<file path="src/rtl/i2s_pkg.sv">
`timescale 1ns/1ps
package i2s_pkg;
   // register word addresses
   localparam logic [2:0] RA_CTRL = 3'd0;
   localparam logic [2:0] RA_TXD  = 3'd1;
   localparam logic [2:0] RA_RXD  = 3'd2;
   localparam logic [2:0] RA_STAT = 3'd3;
   localparam logic [2:0] RA_ERR  = 3'd4;
   localparam logic [2:0] RA_DIV  = 3'd5;

   // control field positions
   localparam int CB_TXEN  = 0;
   localparam int CB_TXIE  = 1;
   localparam int CB_RXEN  = 2;
   localparam int CB_RXIE  = 3;
   localparam int CB_TXWL  = 8;
   localparam int CB_RXWL  = 12;
   localparam int CB_FLUSH = 16;
   localparam int CB_CODEC = 17;

   // status field positions
   localparam int SB_TXAL = 0;
   localparam int SB_RXAL = 1;
   localparam int SB_TXEM = 2;
   localparam int SB_TXFU = 3;
   localparam int SB_RXEM = 4;
   localparam int SB_RXFU = 5;

   // error field positions
   localparam int EB_TX = 0;
   localparam int EB_RX = 1;

   localparam int WL_W = 3;
endpackage

</file>
<file path="src/rtl/i2s_sync_fifo.sv">
`timescale 1ns/1ps
module i2s_sync_fifo #(
   parameter int W     = 32,
   parameter int DEPTH = 8,
   localparam int AW   = $clog2(DEPTH),
   localparam int CW   = AW + 1
) (
   input  logic          clk,
   input  logic          rst_n,
   input  logic          flush,
   input  logic          push,
   input  logic [W-1:0]  wdata,
   input  logic          pop,
   output logic [W-1:0]  rdata,
   output logic [CW-1:0] count,
   output logic          full,
   output logic          empty
);
   generate
      if ((1 << AW) != DEPTH || DEPTH < 4)
         $error("i2s_sync_fifo: DEPTH must be a power of two, at least 4");
   endgenerate

   logic [W-1:0]  mem [DEPTH];
   logic [AW-1:0] wp, rp;
   logic          do_push, do_pop;

   assign full    = (count == CW'(DEPTH));
   assign empty   = (count == '0);
   assign do_push = push & ~full;
   assign do_pop  = pop & ~empty;
   assign rdata   = mem[rp];

   always_ff @(posedge clk or negedge rst_n) begin
      if (!rst_n) begin
         wp    <= '0;
         rp    <= '0;
         count <= '0;
      end else if (flush) begin
         wp    <= '0;
         rp    <= '0;
         count <= '0;
      end else begin
         if (do_push) wp <= wp + 1'b1;
         if (do_pop)  rp <= rp + 1'b1;
         if (do_push && !do_pop)      count <= count + 1'b1;
         else if (do_pop && !do_push) count <= count - 1'b1;
      end
   end

   always_ff @(posedge clk) begin
      if (do_push && !flush) mem[wp] <= wdata;
   end
endmodule

</file>
<file path="src/rtl/i2s_lr_engine.sv">
`timescale 1ns/1ps
module i2s_lr_engine #(
   parameter int SAMPLE_W = 16,
   parameter int DIV_W    = 10,
   localparam int WORD_W  = 2 * SAMPLE_W,
   localparam int PW      = $clog2(WORD_W)
) (
   input  logic              clk,
   input  logic              rst_n,
   input  logic              bit_tick,
   input  logic              tx_en,
   input  logic              rx_en,
   input  logic [DIV_W-1:0]  div,
   input  logic [WORD_W-1:0] tx_word,
   input  logic              tx_avail,
   output logic              tx_pop,
   output logic              underrun,
   output logic              rx_push,
   output logic [WORD_W-1:0] rx_word,
   input  logic              sdin,
   output logic              sdout,
   output logic              lrck
);
   generate
      if (DIV_W <= $clog2(SAMPLE_W) + 1)
         $error("i2s_lr_engine: DIV_W too small for SAMPLE_W");
   endgenerate

   logic              running, lr;
   logic [DIV_W-1:0]  cnt, lim, ofs;
   logic [PW-1:0]     pos;
   logic [WORD_W-1:0] cur, cap, cap_next;
   logic              en, half_end, frame_start, slot_data;

   assign en          = tx_en | rx_en;
   assign lim         = (div == '0) ? '0 : div - 1'b1;
   assign half_end    = (cnt >= lim);
   assign frame_start = bit_tick & en & (~running | (half_end & lr));
   assign slot_data   = (cnt != '0) && (cnt <= DIV_W'(SAMPLE_W));
   assign ofs         = DIV_W'(SAMPLE_W) - cnt;
   assign pos         = PW'(ofs) + (lr ? PW'(0) : PW'(SAMPLE_W));

   always_comb begin
      cap_next = cap;
      if (slot_data) cap_next[pos] = sdin;
   end

   assign tx_pop   = frame_start & tx_en & tx_avail;
   assign underrun = frame_start & tx_en & ~tx_avail;
   assign rx_push  = bit_tick & en & rx_en & running & half_end & lr;
   assign rx_word  = cap_next;
   assign sdout    = tx_en & running & slot_data & cur[pos];
   assign lrck     = lr;

   always_ff @(posedge clk or negedge rst_n) begin
      if (!rst_n) begin
         running <= 1'b0;
         lr      <= 1'b1;
         cnt     <= '0;
         cur     <= '0;
         cap     <= '0;
      end else if (bit_tick) begin
         if (!en) begin
            running <= 1'b0;
            lr      <= 1'b1;
            cnt     <= '0;
         end else if (frame_start) begin
            running <= 1'b1;
            lr      <= 1'b0;
            cnt     <= '0;
            cur     <= (tx_en && tx_avail) ? tx_word : '0;
            cap     <= '0;
         end else if (half_end) begin
            lr      <= 1'b1;
            cnt     <= '0;
            cap     <= cap_next;
         end else begin
            cnt     <= cnt + 1'b1;
            cap     <= cap_next;
         end
      end
   end
endmodule

</file>
<file path="src/rtl/i2s_csr.sv">
`timescale 1ns/1ps
module i2s_csr
   import i2s_pkg::*;
#(
   parameter int DEPTH    = 8,
   parameter int WORD_W   = 32,
   parameter int DIV_W    = 10,
   parameter int DIV_RST  = 128,
   parameter int WL_RST   = 2,
   parameter int IRQ_REG  = 0,
   localparam int CW      = $clog2(DEPTH) + 1
) (
   input  logic              clk,
   input  logic              rst_n,
   input  logic              bus_en,
   input  logic              bus_wr,
   input  logic [2:0]        bus_word,
   input  logic [31:0]       bus_wdata,
   output logic [31:0]       bus_rdata,
   input  logic [CW-1:0]     tx_count,
   input  logic [CW-1:0]     rx_count,
   input  logic              tx_full,
   input  logic              tx_empty,
   input  logic              rx_full,
   input  logic              rx_empty,
   input  logic [WORD_W-1:0] rx_head,
   input  logic              underrun,
   input  logic              rx_push,
   output logic              tx_push,
   output logic              rx_pop,
   output logic              flush,
   output logic              tx_en,
   output logic              rx_en,
   output logic              tx_ie,
   output logic              rx_ie,
   output logic [DIV_W-1:0]  div,
   output logic [1:0]        err,
   output logic              tx_alert,
   output logic              rx_alert,
   output logic              codec_rst,
   output logic              irq
);
   logic [WL_W-1:0] tx_wl, rx_wl;
   logic [CW-1:0]   tx_free, rx_free;
   logic            wr_ctrl, wr_err, wr_div, irq_c;
   logic            tx_err_set, rx_err_set;

   assign wr_ctrl = bus_en & bus_wr & (bus_word == RA_CTRL);
   assign wr_err  = bus_en & bus_wr & (bus_word == RA_ERR);
   assign wr_div  = bus_en & bus_wr & (bus_word == RA_DIV);
   assign tx_push = bus_en & bus_wr & (bus_word == RA_TXD);
   assign rx_pop  = bus_en & ~bus_wr & (bus_word == RA_RXD) & ~rx_empty;
   assign flush   = wr_ctrl & bus_wdata[CB_FLUSH];

   assign tx_err_set = (tx_push & tx_full) | underrun;
   assign rx_err_set = rx_push & rx_full;

   assign tx_free  = CW'(DEPTH) - tx_count;
   assign rx_free  = CW'(DEPTH) - rx_count;
   assign tx_alert = 32'(tx_free) > 32'(tx_wl);
   assign rx_alert = 32'(rx_free) < 32'(rx_wl);
   assign irq_c    = (tx_alert & tx_ie) | (rx_alert & rx_ie);

   always_ff @(posedge clk or negedge rst_n) begin
      if (!rst_n) begin
         tx_en     <= 1'b0;
         rx_en     <= 1'b0;
         tx_ie     <= 1'b0;
         rx_ie     <= 1'b0;
         tx_wl     <= WL_W'(WL_RST);
         rx_wl     <= WL_W'(WL_RST);
         codec_rst <= 1'b0;
         div       <= DIV_W'(DIV_RST);
         err       <= '0;
      end else begin
         if (wr_ctrl) begin
            tx_en     <= bus_wdata[CB_TXEN];
            rx_en     <= bus_wdata[CB_RXEN];
            tx_ie     <= bus_wdata[CB_TXIE];
            rx_ie     <= bus_wdata[CB_RXIE];
            tx_wl     <= bus_wdata[CB_TXWL +: WL_W];
            rx_wl     <= bus_wdata[CB_RXWL +: WL_W];
            codec_rst <= bus_wdata[CB_CODEC];
         end
         if (wr_div) div <= bus_wdata[DIV_W-1:0];
         err[EB_TX] <= (err[EB_TX] & ~(wr_err & bus_wdata[EB_TX])) | tx_err_set;
         err[EB_RX] <= (err[EB_RX] & ~(wr_err & bus_wdata[EB_RX])) | rx_err_set;
      end
   end

   always_comb begin
      bus_rdata = '0;
      unique case (bus_word)
         RA_CTRL: begin
            bus_rdata[CB_TXEN]          = tx_en;
            bus_rdata[CB_TXIE]          = tx_ie;
            bus_rdata[CB_RXEN]          = rx_en;
            bus_rdata[CB_RXIE]          = rx_ie;
            bus_rdata[CB_TXWL +: WL_W]  = tx_wl;
            bus_rdata[CB_RXWL +: WL_W]  = rx_wl;
            bus_rdata[CB_CODEC]         = codec_rst;
         end
         RA_RXD:  bus_rdata = rx_empty ? '0 : 32'(rx_head);
         RA_STAT: begin
            bus_rdata[SB_TXAL] = tx_alert;
            bus_rdata[SB_RXAL] = rx_alert;
            bus_rdata[SB_TXEM] = tx_empty;
            bus_rdata[SB_TXFU] = tx_full;
            bus_rdata[SB_RXEM] = rx_empty;
            bus_rdata[SB_RXFU] = rx_full;
         end
         RA_ERR:  bus_rdata[1:0] = err;
         RA_DIV:  bus_rdata = 32'(div);
         default: bus_rdata = '0;
      endcase
   end

   generate
      if (IRQ_REG != 0) begin : g_irq_reg
         logic irq_q;
         always_ff @(posedge clk or negedge rst_n) begin
            if (!rst_n) irq_q <= 1'b0;
            else        irq_q <= irq_c;
         end
         assign irq = irq_q;
      end else begin : g_irq_comb
         assign irq = irq_c;
      end
   endgenerate
endmodule

</file>
<file path="src/rtl/i2s_fifo_ctrl.sv">
`timescale 1ns/1ps
module i2s_fifo_ctrl #(
   parameter int DEPTH    = 8,
   parameter int SAMPLE_W = 16,
   parameter int DIV_W    = 10,
   parameter int DIV_RST  = 128,
   parameter int WL_RST   = 2,
   parameter int IRQ_REG  = 0
) (
   input  logic        clk,
   input  logic        rst_n,
   input  logic        bus_en,
   input  logic        bus_wr,
   input  logic [2:0]  bus_word,
   input  logic [31:0] bus_wdata,
   output logic [31:0] bus_rdata,
   input  logic        bit_tick,
   input  logic        sdin,
   output logic        sdout,
   output logic        lrck,
   output logic        irq,
   output logic        codec_rst
);
   localparam int WORD_W = 2 * SAMPLE_W;
   localparam int CW     = $clog2(DEPTH) + 1;

   generate
      if (WORD_W != 32)
         $error("i2s_fifo_ctrl: two samples must fill the 32-bit data word");
      if (DIV_W > 32 || DIV_RST >= (1 << DIV_W))
         $error("i2s_fifo_ctrl: divide reset value does not fit");
      if (WL_RST < 0 || WL_RST >= (1 << i2s_pkg::WL_W))
         $error("i2s_fifo_ctrl: water level reset value does not fit");
   endgenerate

   logic              tx_push, tx_pop, rx_push, rx_pop, flush, underrun;
   logic              tx_full, tx_empty, rx_full, rx_empty;
   logic [CW-1:0]     tx_count, rx_count;
   logic [WORD_W-1:0] tx_head, rx_head, rx_word;
   logic              tx_en, rx_en, tx_ie, rx_ie, tx_alert, rx_alert;
   logic [DIV_W-1:0]  div;
   logic [1:0]        err;

   i2s_csr #(
      .DEPTH(DEPTH), .WORD_W(WORD_W), .DIV_W(DIV_W), .DIV_RST(DIV_RST),
      .WL_RST(WL_RST), .IRQ_REG(IRQ_REG)
   ) u_csr (
      .clk(clk), .rst_n(rst_n), .bus_en(bus_en), .bus_wr(bus_wr),
      .bus_word(bus_word), .bus_wdata(bus_wdata), .bus_rdata(bus_rdata),
      .tx_count(tx_count), .rx_count(rx_count), .tx_full(tx_full),
      .tx_empty(tx_empty), .rx_full(rx_full), .rx_empty(rx_empty),
      .rx_head(rx_head), .underrun(underrun), .rx_push(rx_push),
      .tx_push(tx_push), .rx_pop(rx_pop), .flush(flush),
      .tx_en(tx_en), .rx_en(rx_en), .tx_ie(tx_ie), .rx_ie(rx_ie),
      .div(div), .err(err), .tx_alert(tx_alert), .rx_alert(rx_alert),
      .codec_rst(codec_rst), .irq(irq)
   );

   i2s_sync_fifo #(.W(WORD_W), .DEPTH(DEPTH)) u_tx_q (
      .clk(clk), .rst_n(rst_n), .flush(flush), .push(tx_push),
      .wdata(bus_wdata[WORD_W-1:0]), .pop(tx_pop), .rdata(tx_head),
      .count(tx_count), .full(tx_full), .empty(tx_empty)
   );

   i2s_sync_fifo #(.W(WORD_W), .DEPTH(DEPTH)) u_rx_q (
      .clk(clk), .rst_n(rst_n), .flush(flush), .push(rx_push),
      .wdata(rx_word), .pop(rx_pop), .rdata(rx_head),
      .count(rx_count), .full(rx_full), .empty(rx_empty)
   );

   i2s_lr_engine #(.SAMPLE_W(SAMPLE_W), .DIV_W(DIV_W)) u_eng (
      .clk(clk), .rst_n(rst_n), .bit_tick(bit_tick), .tx_en(tx_en),
      .rx_en(rx_en), .div(div), .tx_word(tx_head), .tx_avail(~tx_empty),
      .tx_pop(tx_pop), .underrun(underrun), .rx_push(rx_push),
      .rx_word(rx_word), .sdin(sdin), .sdout(sdout), .lrck(lrck)
   );
endmodule

</file>
<file path="config.mk">
export PLATFORM = sky130hd
export DESIGN_NAME = i2s_fifo_ctrl
export DESIGN_NICKNAME = d
export VERILOG_FILES = /design/src/rtl/i2s_pkg.sv /design/src/rtl/i2s_sync_fifo.sv /design/src/rtl/i2s_lr_engine.sv /design/src/rtl/i2s_csr.sv /design/src/rtl/i2s_fifo_ctrl.sv
export SDC_FILE = /design/constraint.sdc
export NUM_CORES = 1
export LEC_CHECK = 0
export BUFFER_PORTS_ARGS = -buffer_cell sky130_fd_sc_hd__buf_4
export CORE_MARGIN = 5
export CORE_UTILIZATION = 39
export CTS_CLUSTER_DIAMETER = 200
export DETAILED_ROUTE_END_ITERATION = 12
export GPL_TIMING_DRIVEN = 0
export PLACE_DENSITY = 0.56
export RECOVER_POWER = 50
export SLEW_MARGIN = 20
export SYNTH_ARGS = -nofsm -noshare
export SYNTH_HDL_FRONTEND = slang
export SYNTH_SLANG_ARGS = --single-unit
</file>
<file path="constraint.sdc">
create_clock -name clk -period 9.01 [get_ports clk]
set_input_delay 0.901 -clock clk [delete_from_list [all_inputs] [get_ports clk]]
set_output_delay 0.901 -clock clk [all_outputs]
set_load 0.005 [all_outputs]
</file>
==> qor.yml, run 1 <==
cts_setup_buffers: 0
cp_slowest_cell: "clkbuf_1"
critical_path.startpoint_type: "input port"
syn_area_sq_mm: 0.02664
dpl_worst_slack_ns: 3.040
drive_gt1_share_pct: 23.07
cts.clk_slew.worst_paths_ns: 0.06
hold_class: "reg -> reg"
yosysWarnings: 0
cts_sinks: 631
dp_hpwl_microns: 44660
maxCapViolCount: 5
sw_frac_of_total_pct: 28.17
numPortBuffers: 76
worst-path-buf-inv: 2
io_pins: 77
async_flop_share_pct: 18.86
syn_nets: 1623
finalCritPeriodShare_pct: 69.61
p_switching_mw: 2.312
syn_inst: 1548
vdd_drop_max_uv: 154.5
htreeDepth: 3
drt_drc_violations_left: 0
clkLatencyLatePin_ns: 0.61
fin_nets: 1843
rsz0062_at_grt: "no"
ys_seq_elements: 631
fin_ws_ns: 2.738
synth_commonest_cells: "edfxtp_1, mux4_2, dfrtp_1"
end_kind: "async pin"
synth_top_area_share_pct: 57.71
cp.arrival_ns: 5.95
status: "complete, but fails checks"
grt_pass1_vias: 15310
critPathRequiredTime_ns: 8.69
crit_path_cell_trace: "clkbuf_1, clkbuf_1"
antenna_left: 0
grt_pass1_wl_microns: 97570
via_per_inst: 5.442
finalMaxSlewViolations: 173
clock_path_buffers: 3
ys.flop_type: "edfxtp_1"
initial_core_util_pct: 39.46
coreArea_sq_mm: 0.06751
pwr-share-clk_pct: 35.0
post_drt_wl_per_cell_microns: 23.69
yosys.cell_count.top_type: "edfxtp_1"
cts_buffers: 70
crit_family: "buffers and inverters"
final-hold-violation-count: 0
synthToLayoutAreaGrowth_pct: 16.33
cts_hold_buf: 0
first_pass_iters: 5
cp_slowest_stage_delay_ns: 3.15
cts_tree: "yes"
power_density_mw_per_mm2: 264.9
grt_usage_pct: 17.41
drt_iter0_markers: 1273
grt_max_degree: 77
violations: "max-capacitance violations, max-slew violations"
final_area_sq_mm: 0.03099
tightest_slew_ns: 4.342
antenna_found_initial: 3
synth.avg_cell_area_sq_um: 17.21
die_y_microns: 271.4
die_x_microns: 271.4
setup_tns_ns: 0
critPathMostFrequentCell: "clkbuf_1"
yosysSeqAreaShare_pct: 68.91
fmaxAchievable_mhz: 159.4
vias: 14690
yosysTopAreaCell: "edfxtp_1"
p_leak_nw: 10.61
skew_ns: 0.03654
ys_types: 69
yosys-top-cells-area: "edfxtp_1, mux4_2, dfrtp_1, mux2i_1, mux2_2"
seqPwrFrac_pct: 41.0
worst_slew_margin_rel_pct: -189.5
post_cts_resized: 0
synth_edf_count: 512
gr-total-overflow: 0
power.internal_mw: 5.897
period_needed_ns: 6.272
crit_type: "in -> async"
die_area_sq_mm: 0.07363
p_comb_share_pct: 24.0
critPathMaxFanout: 76
final-setup-viol-count: 0
routabilityCongestion: 0.8228
core.rowCount: 95
root_buffer: "clkbuf_16"
drt-total-wl_microns: 63970
placed_area_sq_mm: 0.02907
-- tightest hold or removal path: stages (launching register included) --
cell and delay, ns:
dfrtp_1 0.33, nand2_1 0.05, o31ai_1 0.05
-- cell usage in the layout, fill, tap and decap left out, drive strengths merged, types with 11 or more instances in the layout --
master  netlist  final
clkinv        0     14
dfrtp       115    115
o22ai        36     36
mux4        138    138
o31ai        33     33
a21oi        54     54
inv          52     54
clkbuf       45    223
xor2         11     11
edfxtp      512    512
nand4        33     33
o21ai        31     31
nor3         22     22
nand2        98     98
nand3        19     19
ha           32     32
buf          43    120
mux2         47     47
xnor2        15     15
nor2         51     51
mux2i        72     72
-- layer usage --
metal	vias to the layer above	GRT usage [%]	wire length, microns
met5	-	0	13
met3	79	3.771	3767
met4	2	4.385	1102
li1	6577	-	-
met2	348	27.04	29680
met1	7688	25.26	29410
-- kinds of logic (layout without fill, tap and decap cells) --
logic type	after synthesis	after routing	synth area share (%)
flops	631	631	68.91
simple gates	266	266	4.932
mux	257	257	16.36
compound gates	190	190	4.565
buf+inv	144	421	2.724
fa+ha+maj	34	34	1.653
xor+xnor	26	26	0.8548
other cells	0	2	0
-- state kept, by name, indices dropped and copies added, names as in the netlist --
register,count
u_eng.lrck,1
u_eng.cnt,10
u_csr.tx_wl,3
u_rx_q.mem,256
u_rx_q.rp,3
u_rx_q.count,4
u_csr.err,2
u_tx_q.rp,3
u_rx_q.wp,3
u_eng.cur,32
u_csr.rx_ie,1
u_csr.tx_en,1
u_eng.cap,32
u_eng.running,1
u_csr.tx_ie,1
u_tx_q.count,4
u_csr.rx_wl,3
u_csr.codec_rst,1
u_tx_q.mem,256
u_tx_q.wp,3
u_csr.div,10
u_csr.rx_en,1
-- power groups by stage --
stage	Clock, mW	Combinational (mW)	Sequential (mW)
2_1_floorplan	0	1.42	3.39
3_3_place_gp	0	1.97	3.42
3_5_place_dp	0	2.01	3.42
4_1_cts	2.94	2.02	3.36
5_1_grt	3.06	2.16	3.38
6_report	2.87	1.97	3.36
-- final cells by class --
type / count / area [sq um]
Timing Repair Buffer: 148 / 892.1
Buffer: 92 / 526.8
Antenna cell: 2 / 5.005
Tap cell: 873 / 1092
Inverter: 52 / 197.7
Clock inverter: 22 / 275.3
Fill cell: 5888 / 36530
Multi-Input combinational cell: 773 / 7596
Sequential cell: 631 / 18360
Clock buffer: 107 / 2046
-- worst paths after layout --
check	from	to	slack (ns)	cells after the start
max	rst_n	u_tx_q.rp[2]$_DFFE_PN0P_	2.74	2
min	u_eng.cur[18]$_DFFE_PN0P_	u_eng.cur[18]$_DFFE_PN0P_	0.47	2
max reg2reg	u_csr.div[3]$_DFFE_PN0P_	u_rx_q.mem[0][25]$_DFFE_PP_	3.15	19
min reg2reg	u_eng.cur[18]$_DFFE_PN0P_	u_eng.cur[18]$_DFFE_PN0P_	0.47	2
max in group clk	u_csr.div[3]$_DFFE_PN0P_	u_rx_q.mem[0][25]$_DFFE_PP_	3.15	19
min in group asynchronous	rst_n	u_eng.cap[17]$_DFFE_PN0P_	1.09	1
-- metrics by stage --
step | util, % | total power, mW | cells | hold slack (ns)
2_1_floorplan | - | 4.803 | 1548 | 0.4432
3_3_place_gp | 41.92 | 5.390 | 2497 | 0.4566
3_5_place_dp | 43.06 | 5.430 | 2569 | 0.4637
4_1_cts | 46.50 | 8.319 | 2698 | 0.1815
5_1_grt | 45.89 | 8.601 | 2698 | 0.5034
6_report | 45.90 | 8.209 | 2700 | 0.4720
No activity file was read; power rests on OpenSTA's default activity.
==> run 2: changes to the inputs <==
==> constraint.sdc (replaced) <==
create_clock -name clk -period 6.2 [get_ports clk]
set_input_delay 0.62 -clock clk [delete_from_list [all_inputs] [get_ports clk]]
set_output_delay 0.62 -clock clk [all_outputs]
set_load 0.005 [all_outputs]
==> run 2 against run 1 <==
  * Register-to-register slack lost 2.1 ns
  * Setup slack got worse by 1.6 ns
  * The run still ends with max-capacitance violations, max-slew violations left
  * Core utilization hardly changed
  * Largest cell class unchanged
==> qor.yml, run 2 (synthesis gave the netlist of run 1 again) <==
final_common_cell: "edfxtp_1"  # unchanged
violations: "max-capacitance violations, max-slew violations"  # unchanged
status: "complete, but fails checks"  # unchanged
reg.largest.list: "u_rx_q.mem: 256 flops, u_tx_q.mem: 256 flops"  # unchanged
grt_pass1_wl_microns: 96640  # was 97570 microns
synthToLayoutAreaGrowth_pct: 16.23  # was 16.33%
cp_slowest_cell: "nor3b_2"  # was clkbuf_1
hp-start: "bus_wdata[23]"  # was u_eng.cur[18]$_DFFE_PN0P_
multi_input_area_sq_mm: 0.007614  # was 0.007596 sq mm
fin_nets: 1836  # was 1843
skew_ns: 0.02688  # was 0.03654 ns
critPathRequiredTime_ns: 6.52  # was 8.69 ns
timing.rr.start: "u_csr.div[3]$_DFFE_PN0P_"  # unchanged
antenna_found_initial: 3  # unchanged
cts_tree: "yes"  # unchanged
rsz0062_at_grt: "no"  # unchanged
worst-path-buf-inv: 4  # was 2
root_buffer: "clkbuf_16"  # unchanged
numPortBuffers: 76  # unchanged
io_pins: 77  # unchanged
finalCritPeriodShare_pct: 82.40
critical_path.startpoint_type: "flop"  # was input port
crit_path_cell_trace: "nor3_1, nand2_1, or4_1, nor3_1, a21oi_1, ha_1, nand4_1, or3_4, a211oi_2, and2_1, buf_4, nand3_1, nor3b_2, buf_6, buf_4, buf_4"  # was clkbuf_1, clkbuf_1
critPathMaxFanout: 7  # was 76
first_pass_iters: 5  # unchanged
via_per_inst: 5.454  # was 5.442
clock_path_buffers: 3  # unchanged
die_area_sq_mm: 0.07363  # unchanged
drt_drc_violations_left: 0  # unchanged
vdd_drop_max_uv: 192.6  # was 154.5 uV
cts_sinks: 631  # unchanged
hold_path_depth: 1  # was 2
power_density_mw_per_mm2: 381.0  # was 264.9 mW/mm^2
placed_area_sq_mm: 0.02913  # was 0.02907 sq mm
placedCellCount: 2563  # was 2569
dp_hpwl_microns: 44330  # was 44660 microns
regToRegEndpoint: "u_rx_q.mem[3][21]$_DFFE_PP_"  # was u_rx_q.mem[0][25]$_DFFE_PP_
grt_usage_pct: 17.31  # was 17.41%
vias: 14680  # was 14690
final_area_sq_mm: 0.03096  # was 0.03099 sq mm
post_drt_wl_per_cell_microns: 23.61  # was 23.69 microns
cts_buffers: 68  # was 70
hold_class: "in -> reg"  # was reg -> reg
fmaxAchievable_mhz: 195.7
grt_max_degree: 86  # was 77
coreArea_sq_mm: 0.06751  # unchanged
core.rowCount: 95  # unchanged
die_x_microns: 271.4  # unchanged
drive_gt1_share_pct: 23.02  # was 23.07%
antenna_left: 0  # unchanged
die_y_microns: 271.4  # unchanged
finalMaxSlewViolations: 160  # was 173
holdWs_ns: 0.3593  # was 0.4720 ns
n_fill_cell: 5866  # was 5888
final-hold-violation-count: 0  # unchanged
final-setup-viol-count: 0  # unchanged
period_needed_ns: 5.109
drt_iter0_markers: 1175  # was 1273
tightest_slew_ns: 2.281  # was 4.342 ns
p_leak_nw: 10.55  # was 10.61 nW
cp.arrival_ns: 5.43  # was 5.95 ns
r2r_slack_ns: 1.09  # was 3.15 ns
end_kind: "flop"  # was async pin
routabilityCongestion: 0.8323  # was 0.8228
setup_tns_ns: 0  # unchanged
seq_area_sq_mm: 0.01836  # unchanged
critPathMostFrequentCell: "buf_4"  # was clkbuf_1
grt_pass1_vias: 15230  # was 15310
gr-total-overflow: 0  # unchanged
worst_slew_margin_rel_pct: -52.08  # was -189.5%
crit_family: "simple AND/OR/NAND/NOR gates"  # was buffers and inverters
cts.clk_slew.worst_paths_ns: 0.06  # about the same
initial_core_util_pct: 39.46  # unchanged
holdPathEnd: "u_tx_q.mem[2][23]$_DFFE_PP_"  # was u_eng.cur[18]$_DFFE_PN0P_
drt-total-wl_microns: 63530  # was 63970 microns
maxCapViolCount: 4  # was 5
cp_slowest_stage_delay_ns: 0.66  # was 3.15 ns
total_power_mw: 11.80  # was 8.209 mW
htreeDepth: 3  # unchanged
crit_type: "reg -> reg"  # was in -> async
rr_worst_depth: 16  # was 19
final_cell_mix: "edfxtp_1, mux4_2, clkbuf_1"  # unchanged
final_cells: 2691  # was 2700
clkLatencyLatePin_ns: 0.62  # was 0.61 ns
-- run 2: changes by cell type in the layout (fill, tap and decap cells not counted), moves of 3 or more --
| cell | delta |
|---|---|
| buf_2 | -9 |
| buf_4 | -10 |
| buf_6 | +12 |
| clkbuf_1 | -10 |
| clkbuf_16 | -4 |
| clkinv_1 | +3 |
| clkinv_2 | +3 |
-- run 2: worst max-delay path by stage --
stage                              from                          end  slack, ns  cells after the start
2_1_floorplan  u_csr.div[3]$_DFFE_PN0P_   u_rx_q.mem[5][0]$_DFFE_PP_       0.40                     13
3_3_place_gp   u_eng.cnt[0]$_DFFE_PN0P_  u_rx_q.mem[5][21]$_DFFE_PP_      -3.15                     11
3_5_place_dp   u_eng.cnt[0]$_DFFE_PN0P_  u_rx_q.mem[3][21]$_DFFE_PP_       0.93                     14
4_1_cts        u_eng.cnt[0]$_DFFE_PN0P_                        sdout       0.63                      9
5_1_grt        u_csr.div[3]$_DFFE_PN0P_   u_rx_q.mem[5][8]$_DFFE_PP_       0.74                     16
6_report       u_csr.div[3]$_DFFE_PN0P_  u_rx_q.mem[3][21]$_DFFE_PP_       1.09                     16
-- run 2: cell type report --
cell class,instances,area share [%]
Timing Repair Buffer,143,2.994
Buffer,92,1.701
Clock buffer,93,6.163
Antenna cell,2,0.01616
Tap cell,873,3.528
Sequential cell,631,59.29
Clock inverter,32,1.079
Inverter,52,0.6385
Multi-Input combinational cell,773,24.59
-- run 2: metrics by stage --
step / setup slack (ns) / utilization (%)
after floorplan: 0.3970 / -
after global placement: -3.147 / 41.94
after detailed placement: 0.9298 / 43.15
after CTS: 0.6304 / 46.49
after global routing: 0.7446 / 45.85
final: 1.091 / 45.86
-- run 2: what timing repair did --
action | CTS | global route
setup endpoints to repair | 0 | 0
resized for setup | 0 | 0
hold buffers | 1 | 0
hold endpoints to repair | 34 | 0
setup buffers | 0 | 0
-- run 2: metal layers --
metal  vias up  wire [microns]  share of wire, %  track usage [%]
li1       6549               -                 -                -
met3        77            3605               5.7            2.985
met1      7686           29130                46            25.40
met5         -              13             0.020                0
met4         2            1104               1.7            4.506
met2       363           29680                47            27.08
-- run 2: power by group --
| group | total [mW] | leakage, nW | internal, mW | switching, mW |
|---|---|---|---|---|
| logic | 2.85 | 3.21 | 1.30 | 1.55 |
| clock network | 4.07 | 1.10 | 2.42 | 1.65 |
| registers | 4.88 | 6.25 | 4.74 | 0.144 |
| total | 11.8 | 10.6 | 8.45 | 3.34 |
==> run 3: changes to the inputs <==
--- a/config.mk
+++ b/config.mk
@@ -5,6 +5,7 @@
 export SDC_FILE = /design/constraint.sdc
 export NUM_CORES = 1
 export LEC_CHECK = 0
+export ABC_AREA = 1
 export BUFFER_PORTS_ARGS = -buffer_cell sky130_fd_sc_hd__buf_4
 export CORE_MARGIN = 5
 export CORE_UTILIZATION = 39
==> constraint.sdc (replaced) <==
create_clock -name clk -period 5.1 [get_ports clk]
set_input_delay 0.51 -clock clk [delete_from_list [all_inputs] [get_ports clk]]
set_output_delay 0.51 -clock clk [all_outputs]
set_load 0.005 [all_outputs]
==> run 3 against run 2 <==
  * The flow still finishes with violations (max-capacitance violations, max-slew violations)
  * Critical path depth is 4 lower
  * Combinational power is 92% higher
  * Count of clock-buffer cells in the layout is 4 lower
  * Worst hold slack worse by 0.18 ns
  * Clock skew is 0.0085 ns lower
  * Die area is 0.20% lower
  * Core utilization is 0.35 points lower
  * Via count is 28% higher
  * Area after synthesis is 0.21% lower
  * Largest cell class unchanged
==> qor.yml, run 3 <==
synth_edf_count: 512  # unchanged
synth_top_area_share_pct: 57.83  # was 57.71%
maxCapViolCount: 6  # was 4
drive_gt1_share_pct: 9.059  # was 23.02%
final-hold-violation-count: 0  # unchanged
final-setup-viol-count: 0  # unchanged
p_switching_mw: 6.184  # was 3.345 mW
synth_commonest_cells: "edfxtp_1, o21ai_0, nor2_1"  # was edfxtp_1, mux4_2, dfrtp_1
final_cell_mix: "edfxtp_1, o21ai_0, nor2_1"  # was edfxtp_1, mux4_2, clkbuf_1
grt_pass1_vias: 18520  # was 15230
critical_path.startpoint_type: "flop"  # unchanged
vdd_drop_max_uv: 285.8  # was 192.6 uV
final_cells: 3412  # was 2691
dp_hpwl_microns: 52810  # was 44330 microns
syn_nets: 2376  # was 1623
post_drt_wl_per_cell_microns: 22.34  # was 23.61 microns
rsz0062_at_grt: "no"  # unchanged
cts_tree: "yes"  # unchanged
grt_pass1_wl_microns: 114300  # was 96640 microns
final_common_cell: "edfxtp_1"  # unchanged
critPathMaxFanout: 10  # was 7
seqPwrFrac_pct: 37.7  # was 41.4%
crit_family: "buffers and inverters"  # was simple AND/OR/NAND/NOR gates
core.rowCount: 95  # unchanged
die_area_sq_mm: 0.07349  # was 0.07363 sq mm
grt_usage_pct: 20.31  # was 17.31%
clock_path_buffers: 3  # unchanged
ys.flop_type: "edfxtp_1"  # unchanged
p_leak_nw: 11.21  # was 10.55 nW
end_kind: "primary output"  # was flop
finalCritPeriodShare_pct: 91.26
drt-total-wl_microns: 76230  # was 63530 microns
cp_slowest_cell: "clkinv_1"  # was nor3b_2
die_y_microns: 271.1  # was 271.4 microns
status: "complete, but fails checks"  # unchanged
skew_ns: 0.01836  # was 0.02688 ns
htreeDepth: 3  # unchanged
period_needed_ns: 4.654
power.internal_mw: 10.43  # was 8.453 mW
dr_wl_met3_microns: 5708  # was 3605 microns
clkLatencyLatePin_ns: 0.61  # was 0.62 ns
wl_met2_microns: 35450  # was 29680 microns
yosysWarnings: 0  # unchanged
crit_type: "reg -> out"  # was reg -> reg
ys_types: 52  # was 69
tightest_slew_ns: 3.371  # was 2.281 ns
post_cts_resized: 0  # unchanged
routabilityCongestion: 0.8518  # was 0.8323
worst-path-buf-inv: 5  # was 4
cts_sinks: 631  # unchanged
io_pins: 77  # unchanged
yosysTopAreaCell: "edfxtp_1"  # unchanged
placedCellCount: 3283  # was 2563
power_density_mw_per_mm2: 541.7  # was 381.0 mW/mm^2
cp.arrival_ns: 4.14  # was 5.43 ns
top_layer_used: "met5"  # unchanged
finalMaxSlewViolations: 130  # was 160
first_pass_iters: 7  # was 5
cts_hold_buf: 1  # unchanged
coreArea_sq_mm: 0.06740  # was 0.06751 sq mm
yosys.cell_count.top_type: "edfxtp_1"  # unchanged
synthToLayoutAreaGrowth_pct: 15.37  # was 16.23%
pwr-share-clk_pct: 29.4  # was 34.5%
cts_setup_buffers: 0  # unchanged
vias: 18780  # was 14680
fin_nets: 2558  # was 1836
fmaxAchievable_mhz: 214.8
setup_tns_ns: 0  # unchanged
syn_inst: 2301  # was 1548
numPortBuffers: 76  # unchanged
cts.clk_slew.worst_paths_ns: 0.06  # about the same
worst_slew_margin_rel_pct: -124.8  # was -52.08%
root_buffer: "clkbuf_16"  # unchanged
num_antenna_cells: 0  # was 2
critPathRequiredTime_ns: 4.59  # was 6.52 ns
gr-total-overflow: 0  # unchanged
sw_frac_of_total_pct: 37.22  # was 28.35%
cts_buffers: 70  # was 68
initial_core_util_pct: 39.44  # was 39.46%
ys_seq_elements: 631  # unchanged
p_comb_share_pct: 32.9  # was 24.1%
async_flop_share_pct: 18.86  # unchanged
antenna_found_initial: 2  # was 3
reg.largest.list: "u_rx_q.mem: 256 flops, u_tx_q.mem: 256 flops"  # unchanged
synth.avg_cell_area_sq_um: 11.55  # was 17.21 sq um
syn_area_sq_mm: 0.02658  # was 0.02664 sq mm
grt_max_degree: 65  # was 86
drt-met1-wl_microns: 32850  # was 29130 microns
yosys-top-cells-area: "edfxtp_1, dfrtp_1, o21ai_0, nor2_1, nand2_1"  # was edfxtp_1, mux4_2, dfrtp_1, mux2i_1, mux2_2
crit_path_cell_trace: "clkbuf_1, inv_1, ha_1, ha_1, clkbuf_1, clkinv_1, o211ai_1, o31ai_1, nand3_1, nand2_1, nor2_1, buf_4"  # was nor3_1, nand2_1, or4_1, nor3_1, a21oi_1, ha_1, nand4_1, or3_4, a211oi_2, and2_1, buf_4, nand3_1, nor3b_2, buf_6, buf_4, buf_4
drt_iter0_markers: 1991  # was 1175
hold_class: "in -> reg"  # unchanged
cp_slowest_stage_delay_ns: 0.47  # was 0.66 ns
via_per_inst: 5.504  # was 5.454
yosysSeqAreaShare_pct: 69.05  # was 68.91%
antenna_left: 0  # unchanged
die_x_microns: 271.1  # was 271.4 microns
violations: "max-capacitance violations, max-slew violations"  # unchanged
drt_drc_violations_left: 0  # unchanged
-- run 3: cell count changes after synthesis, moves of 51 or more --
cell,change
o21ai_0,+347
nor2_1,+301
mux4_2,-138
nand2_1,+121
inv_1,+111
o22ai_1,+81
mux2i_1,-72
clkbuf_1,+51
-- run 3: metrics by stage --
stage | area, sq um | setup slack, ns | total power [mW] | utilization, % | hold slack [ns]
after floorplan | 26580 | 0.03099 | 9.666 | - | 0.2144
after global routing | 30670 | 0.1534 | 17.50 | 45.51 | 0.1665
after detailed placement | 28860 | 0.6517 | 11.84 | 42.83 | 0.4817
final | 30670 | 0.4456 | 16.61 | 45.51 | 0.1762
after CTS | 31080 | 0.6358 | 16.72 | 46.12 | 0.1054
after global placement | 28250 | -2.879 | 11.69 | 41.91 | 0.4795
-- run 3: layout make-up --
| cell class | instances | area (sq um) |
|---|---|---|
| fillers | 6155 | 36730 |
| plain buffers | 125 | 505.5 |
| inverters | 178 | 670.6 |
| multi-input cells | 1367 | 7057 |
| clock buffers | 89 | 1897 |
| clock inverters | 39 | 310.3 |
| repair buffers | 110 | 780.7 |
| well taps | 873 | 1092 |
| flip-flops and latches | 631 | 18360 |
-- run 3: final timing paths --
| check | start | endpoint | depth (start not counted) | slack, ns |
|---|---|---|---|---|
| max | u_eng.cnt[0]$_DFFE_PN0P_ | sdout | 12 | 0.45 |
| max reg2reg | u_csr.div[2]$_DFFE_PN0P_ | u_rx_q.mem[2][9]$_DFFE_PP_ | 20 | 0.52 |
| min | bit_tick | u_eng.running$_DFFE_PN0P_ | 2 | 0.18 |
| min in group asynchronous | rst_n | u_eng.cur[17]$_DFFE_PN0P_ | 2 | 1.61 |
| max in group asynchronous | rst_n | u_csr.div[3]$_DFFE_PN0P_ | 2 | 1.57 |
| min reg2reg | u_eng.cur[27]$_DFFE_PN0P_ | u_eng.cur[27]$_DFFE_PN0P_ | 2 | 0.49 |
-- run 3: layer usage --
layer | vias up | track usage [%]
met3 | 134 | 4.519
met1 | 9304 | 28.09
met4 | 2 | 6.483
li1 | 8641 | -
met2 | 698 | 32.13
met5 | - | 0
-- run 3: kinds of logic after synthesis --
kind of cell,Yosys count,share of synthesized area [%]
AO/OA/AOI/OAI,656,13.98
adder cells (fa/ha/maj),34,1.657
flip-flops,631,69.05
AND/OR/NAND/NOR,664,10.44
XOR/XNOR,13,0.4283
buffers and inverters,303,4.438
-- run 3: power groups by stage --
stage / Sequential [mW] / Clock [mW] / Combinational [mW]
floorplan: 6.29 / 0 / 3.38
global route: 6.29 / 5.17 / 6.03
detailed placement: 6.36 / 0 / 5.48
finish: 6.26 / 4.88 / 5.47
global placement: 6.35 / 0 / 5.34
CTS: 6.26 / 4.96 / 5.50
